$ cat config.mk
export PLATFORM = sky130hd
export DESIGN_NAME = incl_victim_sel
export DESIGN_NICKNAME = d
export VERILOG_FILES = /design/src/rtl/ivs_pkg.sv /design/src/rtl/ivs_age_tracker.sv /design/src/rtl/ivs_victim_pick.sv /design/src/rtl/ivs_recall_seq.sv /design/src/rtl/incl_victim_sel.sv
export SDC_FILE = /design/constraint.sdc
export NUM_CORES = 1
export LEC_CHECK = 0
export BUFFER_PORTS_ARGS = -buffer_cell sky130_fd_sc_hd__buf_2
export CAP_MARGIN = 15
export CORE_UTILIZATION = 59
export CTS_BUF_LIST = sky130_fd_sc_hd__clkbuf_4 sky130_fd_sc_hd__clkbuf_8
export DETAILED_ROUTE_END_ITERATION = 10
export MAX_ROUTING_LAYER = met4
export PLACE_DENSITY = 0.86
export SYNTH_ARGS = -nofsm -noshare
export SYNTH_HDL_FRONTEND = slang
export SYNTH_SLANG_ARGS = --single-unit
$ cat constraint.sdc
create_clock -name clk_i -period 12.1 [get_ports clk_i]
set_input_delay 1.21 -clock clk_i [delete_from_list [all_inputs] [get_ports clk_i]]
set_output_delay 1.21 -clock clk_i [all_outputs]
set_load 0.02 [all_outputs]
$ cat src/rtl/ivs_pkg.sv
package ivs_pkg;
  typedef enum logic {ST_IDLE, ST_RECALL} seq_state_e;
endpackage

$ cat src/rtl/ivs_age_tracker.sv
module ivs_age_tracker #(
  parameter int NUM_WAYS = 8,
  localparam int WAY_W = $clog2(NUM_WAYS),
  localparam int AGE_W = $clog2(NUM_WAYS)
) (
  input  logic                            clk_i,
  input  logic                            rst_ni,
  input  logic                            touch_i,
  input  logic [WAY_W-1:0]                way_i,
  output logic [NUM_WAYS-1:0][AGE_W-1:0]  age_o
);
  logic [NUM_WAYS-1:0][AGE_W-1:0] age_q;
  logic [AGE_W-1:0] ref_age;

  assign ref_age = age_q[way_i];

  for (genvar w = 0; w < NUM_WAYS; w++) begin : g_age
    always_ff @(posedge clk_i or negedge rst_ni) begin
      if (!rst_ni) age_q[w] <= AGE_W'(w);
      else if (touch_i) begin
        if (WAY_W'(w) == way_i)   age_q[w] <= '0;
        else if (age_q[w] < ref_age) age_q[w] <= age_q[w] + 1'b1;
      end
    end
  end

  assign age_o = age_q;


  touched_mru_chk: assert property (@(posedge clk_i) disable iff (!rst_ni)
    touch_i |=> age_q[$past(way_i)] == '0);
endmodule

$ cat src/rtl/ivs_victim_pick.sv
module ivs_victim_pick #(
  parameter int NUM_WAYS = 8,
  localparam int WAY_W = $clog2(NUM_WAYS),
  localparam int AGE_W = $clog2(NUM_WAYS)
) (
  input  logic [NUM_WAYS-1:0]             valid_i,
  input  logic [NUM_WAYS-1:0]             shared_i,
  input  logic [NUM_WAYS-1:0][AGE_W-1:0]  age_i,
  output logic [WAY_W-1:0]                way_o,
  output logic                            shared_o
);
  logic             have_inv, have_free;
  logic [WAY_W-1:0] inv_way, free_way, any_way;
  logic [AGE_W-1:0] free_age, any_age;

  always_comb begin
    have_inv = 1'b0; have_free = 1'b0;
    inv_way = '0; free_way = '0; any_way = '0;
    free_age = '0; any_age = '0;
    for (int w = NUM_WAYS - 1; w >= 0; w--) begin
      if (!valid_i[w]) begin
        have_inv = 1'b1;
        inv_way  = WAY_W'(w);
      end
    end
    for (int w = 0; w < NUM_WAYS; w++) begin
      if (valid_i[w] && !shared_i[w] && (!have_free || age_i[w] > free_age)) begin
        have_free = 1'b1;
        free_way  = WAY_W'(w);
        free_age  = age_i[w];
      end
      if (w == 0 || age_i[w] > any_age) begin
        any_way = WAY_W'(w);
        any_age = age_i[w];
      end
    end
    if (have_inv)       way_o = inv_way;
    else if (have_free) way_o = free_way;
    else                way_o = any_way;
    shared_o = valid_i[way_o] && shared_i[way_o];
  end


  invalid_first_chk: assert final (!(|(~valid_i)) || !valid_i[way_o]);

  unshared_first_chk: assert final (!(|(valid_i & ~shared_i)) || (|(~valid_i)) || !shared_o);
endmodule

$ cat src/rtl/ivs_recall_seq.sv
module ivs_recall_seq
  import ivs_pkg::*;
#(
  parameter int NUM_PRIV = 4
) (
  input  logic                clk_i,
  input  logic                rst_ni,
  input  logic                start_i,
  input  logic [NUM_PRIV-1:0] start_mask_i,
  input  logic [NUM_PRIV-1:0] ack_i,
  output logic                busy_o,
  output logic [NUM_PRIV-1:0] pending_o,
  output logic                done_o
);
  seq_state_e          state_q;
  logic [NUM_PRIV-1:0] pend_q, pend_nxt;

  assign pend_nxt = pend_q & ~ack_i;
  assign busy_o   = (state_q == ST_RECALL);
  assign done_o   = busy_o && (pend_nxt == '0);
  assign pending_o = pend_q;

  always_ff @(posedge clk_i or negedge rst_ni) begin
    if (!rst_ni) begin
      state_q <= ST_IDLE;
      pend_q  <= '0;
    end else if (state_q == ST_IDLE) begin
      if (start_i) begin
        state_q <= ST_RECALL;
        pend_q  <= start_mask_i;
      end
    end else begin
      pend_q <= pend_nxt;
      if (pend_nxt == '0) state_q <= ST_IDLE;
    end
  end


  hold_busy_chk: assert property (@(posedge clk_i) disable iff (!rst_ni)
    busy_o && ((pend_q & ~ack_i) != '0) |=> busy_o);

  no_new_pending_chk: assert property (@(posedge clk_i) disable iff (!rst_ni)
    busy_o |=> (pend_q & ~$past(pend_q)) == '0);
endmodule

$ cat src/rtl/incl_victim_sel.sv
module incl_victim_sel #(
  parameter int NUM_WAYS = 8,
  parameter int NUM_PRIV = 4,
  parameter int TAG_W    = 16,
  localparam int WAY_W = $clog2(NUM_WAYS),
  localparam int SRC_W = $clog2(NUM_PRIV),
  localparam int AGE_W = $clog2(NUM_WAYS)
) (
  input  logic                clk_i,
  input  logic                rst_ni,
  input  logic                req_valid_i,
  input  logic [TAG_W-1:0]    req_tag_i,
  input  logic [SRC_W-1:0]    req_src_i,
  input  logic                evict_valid_i,
  input  logic [TAG_W-1:0]    evict_tag_i,
  input  logic [SRC_W-1:0]    evict_src_i,
  input  logic [NUM_PRIV-1:0] recall_ack_i,
  output logic                hit_o,
  output logic [WAY_W-1:0]    hit_way_o,
  output logic                fill_o,
  output logic [WAY_W-1:0]    fill_way_o,
  output logic                busy_o,
  output logic [NUM_PRIV-1:0] recall_mask_o,
  output logic [TAG_W-1:0]    recall_tag_o
);
  logic [NUM_WAYS-1:0]                valid_q;
  logic [NUM_WAYS-1:0][TAG_W-1:0]     tag_q;
  logic [NUM_WAYS-1:0][NUM_PRIV-1:0]  shr_q;
  logic [NUM_WAYS-1:0]                hit_vec, shared_vec;
  logic [NUM_WAYS-1:0][AGE_W-1:0]     age;

  logic [WAY_W-1:0] vic_way, rc_way_q;
  logic             vic_shared, idle, miss;
  logic             imm_fill, rc_start, rc_done;
  logic [TAG_W-1:0] rc_new_tag_q, fill_tag;
  logic [SRC_W-1:0] rc_new_src_q, fill_src;
  logic             touch;
  logic [WAY_W-1:0] touch_way;

  for (genvar w = 0; w < NUM_WAYS; w++) begin : g_way
    assign hit_vec[w]    = valid_q[w] && (tag_q[w] == req_tag_i);
    assign shared_vec[w] = |shr_q[w];
  end

  always_comb begin
    hit_way_o = '0;
    for (int w = 0; w < NUM_WAYS; w++)
      if (hit_vec[w]) hit_way_o = WAY_W'(w);
  end

  assign idle     = !busy_o;
  assign hit_o    = req_valid_i && idle && (|hit_vec);
  assign miss     = req_valid_i && idle && !(|hit_vec);
  assign imm_fill = miss && !vic_shared;
  assign rc_start = miss && vic_shared;

  assign fill_o     = imm_fill || rc_done;
  assign fill_way_o = rc_done ? rc_way_q : vic_way;
  assign fill_tag   = rc_done ? rc_new_tag_q : req_tag_i;
  assign fill_src   = rc_done ? rc_new_src_q : req_src_i;

  assign touch     = hit_o || fill_o;
  assign touch_way = hit_o ? hit_way_o : fill_way_o;
  assign recall_tag_o = tag_q[rc_way_q];

  ivs_victim_pick #(.NUM_WAYS(NUM_WAYS)) u_pick (
    .valid_i (valid_q),
    .shared_i(shared_vec),
    .age_i   (age),
    .way_o   (vic_way),
    .shared_o(vic_shared)
  );

  ivs_age_tracker #(.NUM_WAYS(NUM_WAYS)) u_age (
    .clk_i  (clk_i),
    .rst_ni (rst_ni),
    .touch_i(touch),
    .way_i  (touch_way),
    .age_o  (age)
  );

  ivs_recall_seq #(.NUM_PRIV(NUM_PRIV)) u_seq (
    .clk_i       (clk_i),
    .rst_ni      (rst_ni),
    .start_i     (rc_start),
    .start_mask_i(shr_q[vic_way]),
    .ack_i       (recall_ack_i),
    .busy_o      (busy_o),
    .pending_o   (recall_mask_o),
    .done_o      (rc_done)
  );

  always_ff @(posedge clk_i or negedge rst_ni) begin
    if (!rst_ni) begin
      rc_way_q     <= '0;
      rc_new_tag_q <= '0;
      rc_new_src_q <= '0;
    end else if (rc_start) begin
      rc_way_q     <= vic_way;
      rc_new_tag_q <= req_tag_i;
      rc_new_src_q <= req_src_i;
    end
  end

  // evict clear, then hit set, then fill overwrite
  always_ff @(posedge clk_i or negedge rst_ni) begin
    if (!rst_ni) begin
      valid_q <= '0;
      tag_q   <= '0;
      shr_q   <= '0;
    end else begin
      if (evict_valid_i)
        for (int w = 0; w < NUM_WAYS; w++)
          if (valid_q[w] && tag_q[w] == evict_tag_i) shr_q[w][evict_src_i] <= 1'b0;
      if (hit_o) shr_q[hit_way_o][req_src_i] <= 1'b1;
      if (fill_o) begin
        valid_q[fill_way_o] <= 1'b1;
        tag_q[fill_way_o]   <= fill_tag;
        shr_q[fill_way_o]   <= NUM_PRIV'(1) << fill_src;
      end
    end
  end


  single_hit_chk: assert property (@(posedge clk_i) disable iff (!rst_ni)
    $onehot0(hit_vec));

  imm_fill_unshared_chk: assert property (@(posedge clk_i) disable iff (!rst_ni)
    fill_o && !busy_o |-> !(valid_q[fill_way_o] && (|shr_q[fill_way_o])));

  busy_end_fill_chk: assert property (@(posedge clk_i) disable iff (!rst_ni)
    $fell(busy_o) |-> $past(fill_o));

  busy_no_hit_chk: assert property (@(posedge clk_i) disable iff (!rst_ni)
    busy_o |-> !hit_o);
endmodule

==> impl_metrics.toml, run 1 <==
[route]
drtIter0Drc = 1695
first_pass_iters = 6
wl_per_cell_microns = 29.9
remaining_drc_errors = 0
routed_wl_microns = 68900
viasPerCell = 6.95
ant_nets = 0
vias = 16000

[clocking]
holdBufCountCts = 0
clkTransAtPathRegs_ns = 0.06
cts_buffers = 40
htreeDepth = 2
clk_latency_ns = 0.59
cts_sinks = 218
clockBufferDepth = 3
cts_tree = "yes"
clk_root_buffer_cell = "clkbuf_8"

[setup_path]
max_stage_delay_ns = 0.44
worstPathArrival_ns = 10.93
end_kind = "output port"
critPathMaxFanout = 5
r2r-end = "shr_q[25]$_DFF_PN0_"
crit_path_start_kind = "register"
crit_path_frequent_cell = "o21ai_2"
rrSetupSlack_ns = 0.36
cp_slowest_cell = "o41a_1"
r2r_cells = 62
worstReg2RegStart = "shr_q[0]$_DFF_PN0_"
required_ns = 10.89
crit_family = "compound AO/OA/AOI/OAI gates"
path_class = "register to output port"
critPathBufInv = 7

[yosys]
syn_area_sq_um = 17500
synthMostInstantiatedCell = "dfrtp_1"
synth_seq_cells = 218
yosysUniqueCellTypes = 99
synth.avg_cell_area_sq_um = 9.93
synth_edf_count = 0
synth_top_cells_by_area = "dfrtp_1 (30%), mux2_2 (11%), xnor2_1 (7.7%), xor2_1 (4.7%), mux4_2 (4.6%)"
synthTopCellsByCount = "dfrtp_1 (206), nand2_1 (186), mux2_2 (178)"
synth_top_area_share_pct = 29.5
async_flop_share_pct = 100
synth_largest_area_cell = "dfrtp_1"
syn-instance-count = 1758
ys_warn_count = 0
syn-num-nets = 1860
ys_seq_area_share_pct = 31.3
ys.flop_type = "dfrtp_1"

[sta]
hold_viol = 0
tightest_slew_ns = 1.09
max_freq_mhz = 82.4
period_share_pct = 100
finClkSkew_ns = 0.0401
fin_ws_ns = -0.0356
finalCriticalPeriod_ns = 12.14
final_max_slew_viol_count = 0
finalSetupViolations = 1
rsz0062_at_grt = "yes"
slew_headroom_pct = 26.8

[global_routing]
grt_pass1_wl_microns = 101000
grt_antenna_before_repair = 2
grt_max_degree = 77
grt_overflow = 0
track_usage_pct = 46.8
grt_pass1_vias = 15900

[die]
start_util_pct = 60.3
rows = 62
die_y_microns = 174
coreArea_sq_um = 28900
num_io_pins = 73
dieArea_sq_um = 30300
die_w_microns = 174

[run_status]
violations = "negative setup slack"
status = "complete, but fails checks"

[cells_and_area]
utilization_pct = 68.9
area_delta_synth_final_pct = 14.1
nets = 1990
fillerInstances = 2112
drive_above_1_share_pct = 31.0

[place]
place_congestion = 1.08
io_buffers = 72
dp_hpwl_microns = 50300

[worst_hold_path]
holdPathEnd = "u_seq.pending_o[0]$_DFFE_PN0P_"
hp-start = "u_seq.pending_o[0]$_DFFE_PN0P_"
hp-class = "register to register"
hold_depth = 2

[run]
cap_violations = 0
routing by layer:
layer	track usage, %	routed length [microns]	vias to the layer above
met1	54.7	25300	7885
met3	8.38	6170	339
met5	-	0	-
li1	-	-	6729
met4	30.4	5500	0
met2	74.4	31900	1052
kinds of logic after synthesis:
| family | after synthesis | share of synthesized area [%] |
|---|---|---|
| and+or+nand+nor | 543 | 16.4 |
| xor gates and xnor gates | 256 | 13.2 |
| muxes | 252 | 18.4 |
| AOI/OAI and AO/OA | 292 | 12.6 |
| DFF | 218 | 31.3 |
| buffers and inverters | 139 | 3.93 |
| adders and majority gates | 58 | 4.16 |
worst max-delay path by stage:
stage                             startpoint                           to  slack (ns)  depth (start not counted)
after global placement    shr_q[0]$_DFF_PN0_  u_age.age_o[12]$_DFFE_PN0P_        0.17                         60
final                     shr_q[0]$_DFF_PN0_                       fill_o       -0.04                         56
after CTS                 shr_q[3]$_DFF_PN0_                       fill_o       0.008                         55
after floorplan           shr_q[0]$_DFF_PN0_   u_age.age_o[8]$_DFFE_PN0P_        0.20                         60
after global routing      shr_q[0]$_DFF_PN0_                       fill_o       -0.37                         56
after detailed placement  shr_q[0]$_DFF_PN0_  u_age.age_o[12]$_DFFE_PN0P_       -0.33                         60
cells in the final DEF (no fill, tap or decap), types with 50 or more instances in the layout:
master      n
dfrtp_1   204
nand2_1   183
mux2_2    172
xnor2_1   153
buf_4      96
xor2_1     94
buf_2      70
a21oi_1    65
nand4_1    52
nor2_1     51
inv_1      50
clkbuf_8   50
state kept, by name (all words and copies together) (netlist names):
register,cells
rc_new_src_q,2
rc_new_tag_q,16
rc_way_q,3
shr_q,32
tag_q,128
u_age.age_o,24
u_seq.busy_o,1
u_seq.pending_o,4
valid_q,8
worst reg2reg max path: cells and delay by family (launching register included):
| family | cells | cell delay [ns] |
|---|---|---|
| adders and majority gates | 7 | 1.95 |
| buffers and inverters | 10 | 1.72 |
| DFF | 1 | 0.40 |
| AOI/OAI and AO/OA | 23 | 4.13 |
| and+or+nand+nor | 18 | 2.40 |
| muxes | 4 | 0.98 |
layout make-up:
| class | instances | area (sq um) | share of cell area [%] |
|---|---|---|---|
| multi-input combinational | 1401 | 11700 | 58.6 |
| sequential | 218 | 5470 | 27.5 |
| timing repair buffer | 175 | 1210 | 6.08 |
| clock buffer | 58 | 748 | 3.75 |
| tap | 384 | 480 | 2.41 |
| inverter | 52 | 195 | 0.979 |
| clock inverter | 14 | 138 | 0.691 |
| antenna | 2 | 5.00 | 0.0251 |
timing repair:
item | in CTS | in global routing
buffers inserted | 44 | 17
setup endpoints to repair | 170 | 219
pin swaps | 25 | 39
resized for setup | 42 | 43
metrics by stage:
| step | area [sq um] | hold slack [ns] | setup WS, ns | instances | TNS [ns] |
|---|---|---|---|---|---|
| 4_1_cts | 19600 | 0.508 | 0.00797 | 2285 | 0 |
| 2_1_floorplan | 17500 | 0.479 | 0.196 | 1758 | 0 |
| 6_report | 19900 | 0.501 | -0.0356 | 2304 | -0.0356 |
| 5_1_grt | 19900 | 0.531 | -0.372 | 2304 | -0.699 |
| 3_3_place_gp | 18200 | 0.486 | 0.170 | 2169 | 0 |
| 3_5_place_dp | 18200 | 0.493 | -0.325 | 2169 | -21.09 |
Power of run 1 is left out: the tool's default activity adds up to more than one toggle a clock period on the data nets, which glitch-free logic cannot reach.
==> inputs of run 2 (changes only) <==
Settings changed: CAP_MARGIN 15 to not set, RECOVER_POWER set to 100, SKIP_LAST_GASP set to 1.
==> run 2 against run 1 <==
  * The run ends with max-capacitance violations, max-slew violations, negative setup slack left
  * Global-route usage unchanged
  * Design area down 0.25%
  * First-iteration DRC count up 3.1%
  * Die area unchanged
  * Worst setup slack better by 0.0063 ns
  * Hold slack worse by 0.00092 ns
  * Sequential cell count unchanged
  * Register-to-register slack worse by 0.05 ns
  * Count of clock-buffer cells in the layout unchanged
  * Critical path type unchanged
  * Highest routed layer unchanged
==> impl_metrics.toml, run 2 (synthesized netlist as in run 1, its figures left out) <==
[route]
vias = 16000
first_pass_iters = 6
drtIter0Drc = 1748
routed_wl_microns = 69000
viasPerCell = 6.92
ant_nets = 0
wl_per_cell_microns = 30.0
remaining_drc_errors = 0

[sta]
rsz0062_at_grt = "yes"
fin_ws_ns = -0.0294
hold_viol = 0
finalCriticalPeriod_ns = 12.13
period_share_pct = 100
fin_hold_ws_ns = 0.500
slew_headroom_pct = -183
max_freq_mhz = 82.4
finalSetupViolations = 1
finClkSkew_ns = 0.0356
tightest_slew_ns = 4.24
final_max_slew_viol_count = 256

[setup_path]
rrSetupSlack_ns = 0.31
cp_slowest_cell = "o41a_1"
crit_path_frequent_cell = "o21ai_2"
r2r_cells = 63
r2r-end = "u_seq.pending_o[1]$_DFFE_PN0P_"
max_stage_delay_ns = 0.44
worstPathArrival_ns = 10.92
path_class = "register to output port"
required_ns = 10.89
critPathMaxFanout = 5
worstReg2RegStart = "shr_q[0]$_DFF_PN0_"
crit_path_start_kind = "register"
end_kind = "output port"

[clocking]
cts_buffers = 40
clk_latency_ns = 0.58
cts_sinks = 218
cts_tree = "yes"
clockBufferDepth = 3
clk_root_buffer_cell = "clkbuf_8"
clkTransAtPathRegs_ns = 0.06
htreeDepth = 2

[cells_and_area]
drive_above_1_share_pct = 29.6
utilization_pct = 68.7
largest-register = "tag_q"
final_common_cell = "dfrtp_1"
mostFrequentLayoutCells = "dfrtp_1 (204), nand2_1 (183), mux2_2 (169)"
area_delta_synth_final_pct = 13.9
fillerInstances = 2131
stdcell_count = 2304
largest_reg_flops = 128
nets = 1990

[global_routing]
grt_antenna_before_repair = 2
grt_pass1_vias = 15900
grt_max_degree = 77
grt_overflow = 0
track_usage_pct = 46.8
grt_pass1_wl_microns = 101000

[die]
rows = 62
start_util_pct = 60.3
die_w_microns = 174
num_io_pins = 73
dieArea_sq_um = 30300
die_y_microns = 174
coreArea_sq_um = 28900

[place]
dp_hpwl_microns = 50300
place_congestion = 1.08
io_buffers = 72
post-place-cells = 2169

[run_status]
status = "complete, but fails checks"
violations = "max-capacitance violations, max-slew violations, negative setup slack"

[worst_hold_path]
hold_depth = 2
hp-start = "u_seq.pending_o[0]$_DFFE_PN0P_"
holdPathEnd = "u_seq.pending_o[0]$_DFFE_PN0P_"
hp-class = "register to register"

[run]
cap_violations = 4
[run 2: changes by cell type in the layout (fill, tap and decap cells not counted), moves of 3 or more]
cell,change
mux2_2,-3
mux2_1,+3
clkbuf_1,+23
buf_2,-19
buf_4,-4
[run 2: metrics by stage]
step,instance area [sq um],TNS [ns],setup slack (ns)
floorplan,17500,0,0.196
global placement,18200,0,0.170
detailed placement,18200,-21.09,-0.325
CTS,19600,0,0.00797
global route,19900,-1.19,-0.372
finish,19900,-0.0294,-0.0294
[run 2: what timing repair did]
item / in CTS / in global routing
endpoints found under the setup margin: 170 / 219
gates resized for setup: 42 / 43
hold buffers: 0 / 0
pin swaps: 25 / 39
buffers inserted: 44 / 17
[run 2: worst max path at each step]
stage	from	to	slack, ns	depth (start not counted)
global placement	shr_q[0]$_DFF_PN0_	u_age.age_o[12]$_DFFE_PN0P_	0.17	60
finish	shr_q[0]$_DFF_PN0_	fill_o	-0.03	53
CTS	shr_q[3]$_DFF_PN0_	fill_o	0.008	55
detailed placement	shr_q[0]$_DFF_PN0_	u_age.age_o[12]$_DFFE_PN0P_	-0.33	60
floorplan	shr_q[0]$_DFF_PN0_	u_age.age_o[8]$_DFFE_PN0P_	0.20	60
global route	shr_q[0]$_DFF_PN0_	fill_o	-0.37	56
[run 2: critical path, delay by kind of cell (launching register included)]
family | cells | cell delay, ns
buffers and inverters | 5 | 0.65
muxes | 5 | 1.41
and+or+nand+nor | 13 | 1.97
adders and majority gates | 7 | 1.84
AOI/OAI and AO/OA | 23 | 4.08
DFF | 1 | 0.40
[run 2: cell type report]
class,count,area [sq um],share of cell area (%)
Clock buffer,58,748,3.76
Timing Repair Buffer,175,1160,5.85
Clock inverter,14,138,0.692
Tap cell,384,480,2.42
Multi-Input combinational cell,1401,11700,58.7
Antenna cell,2,5.00,0.0252
Sequential cell,218,5470,27.5
Inverter,52,195,0.982
[run 2: per-layer routing]
layer	global-route usage, %	wire (microns)	vias up
met5	-	0	-
met1	54.7	25200	7817
met4	30.4	5520	0
met2	74.4	32000	1093
li1	-	-	6719
met3	8.38	6270	323
Power of run 2 is left out for the same reason.
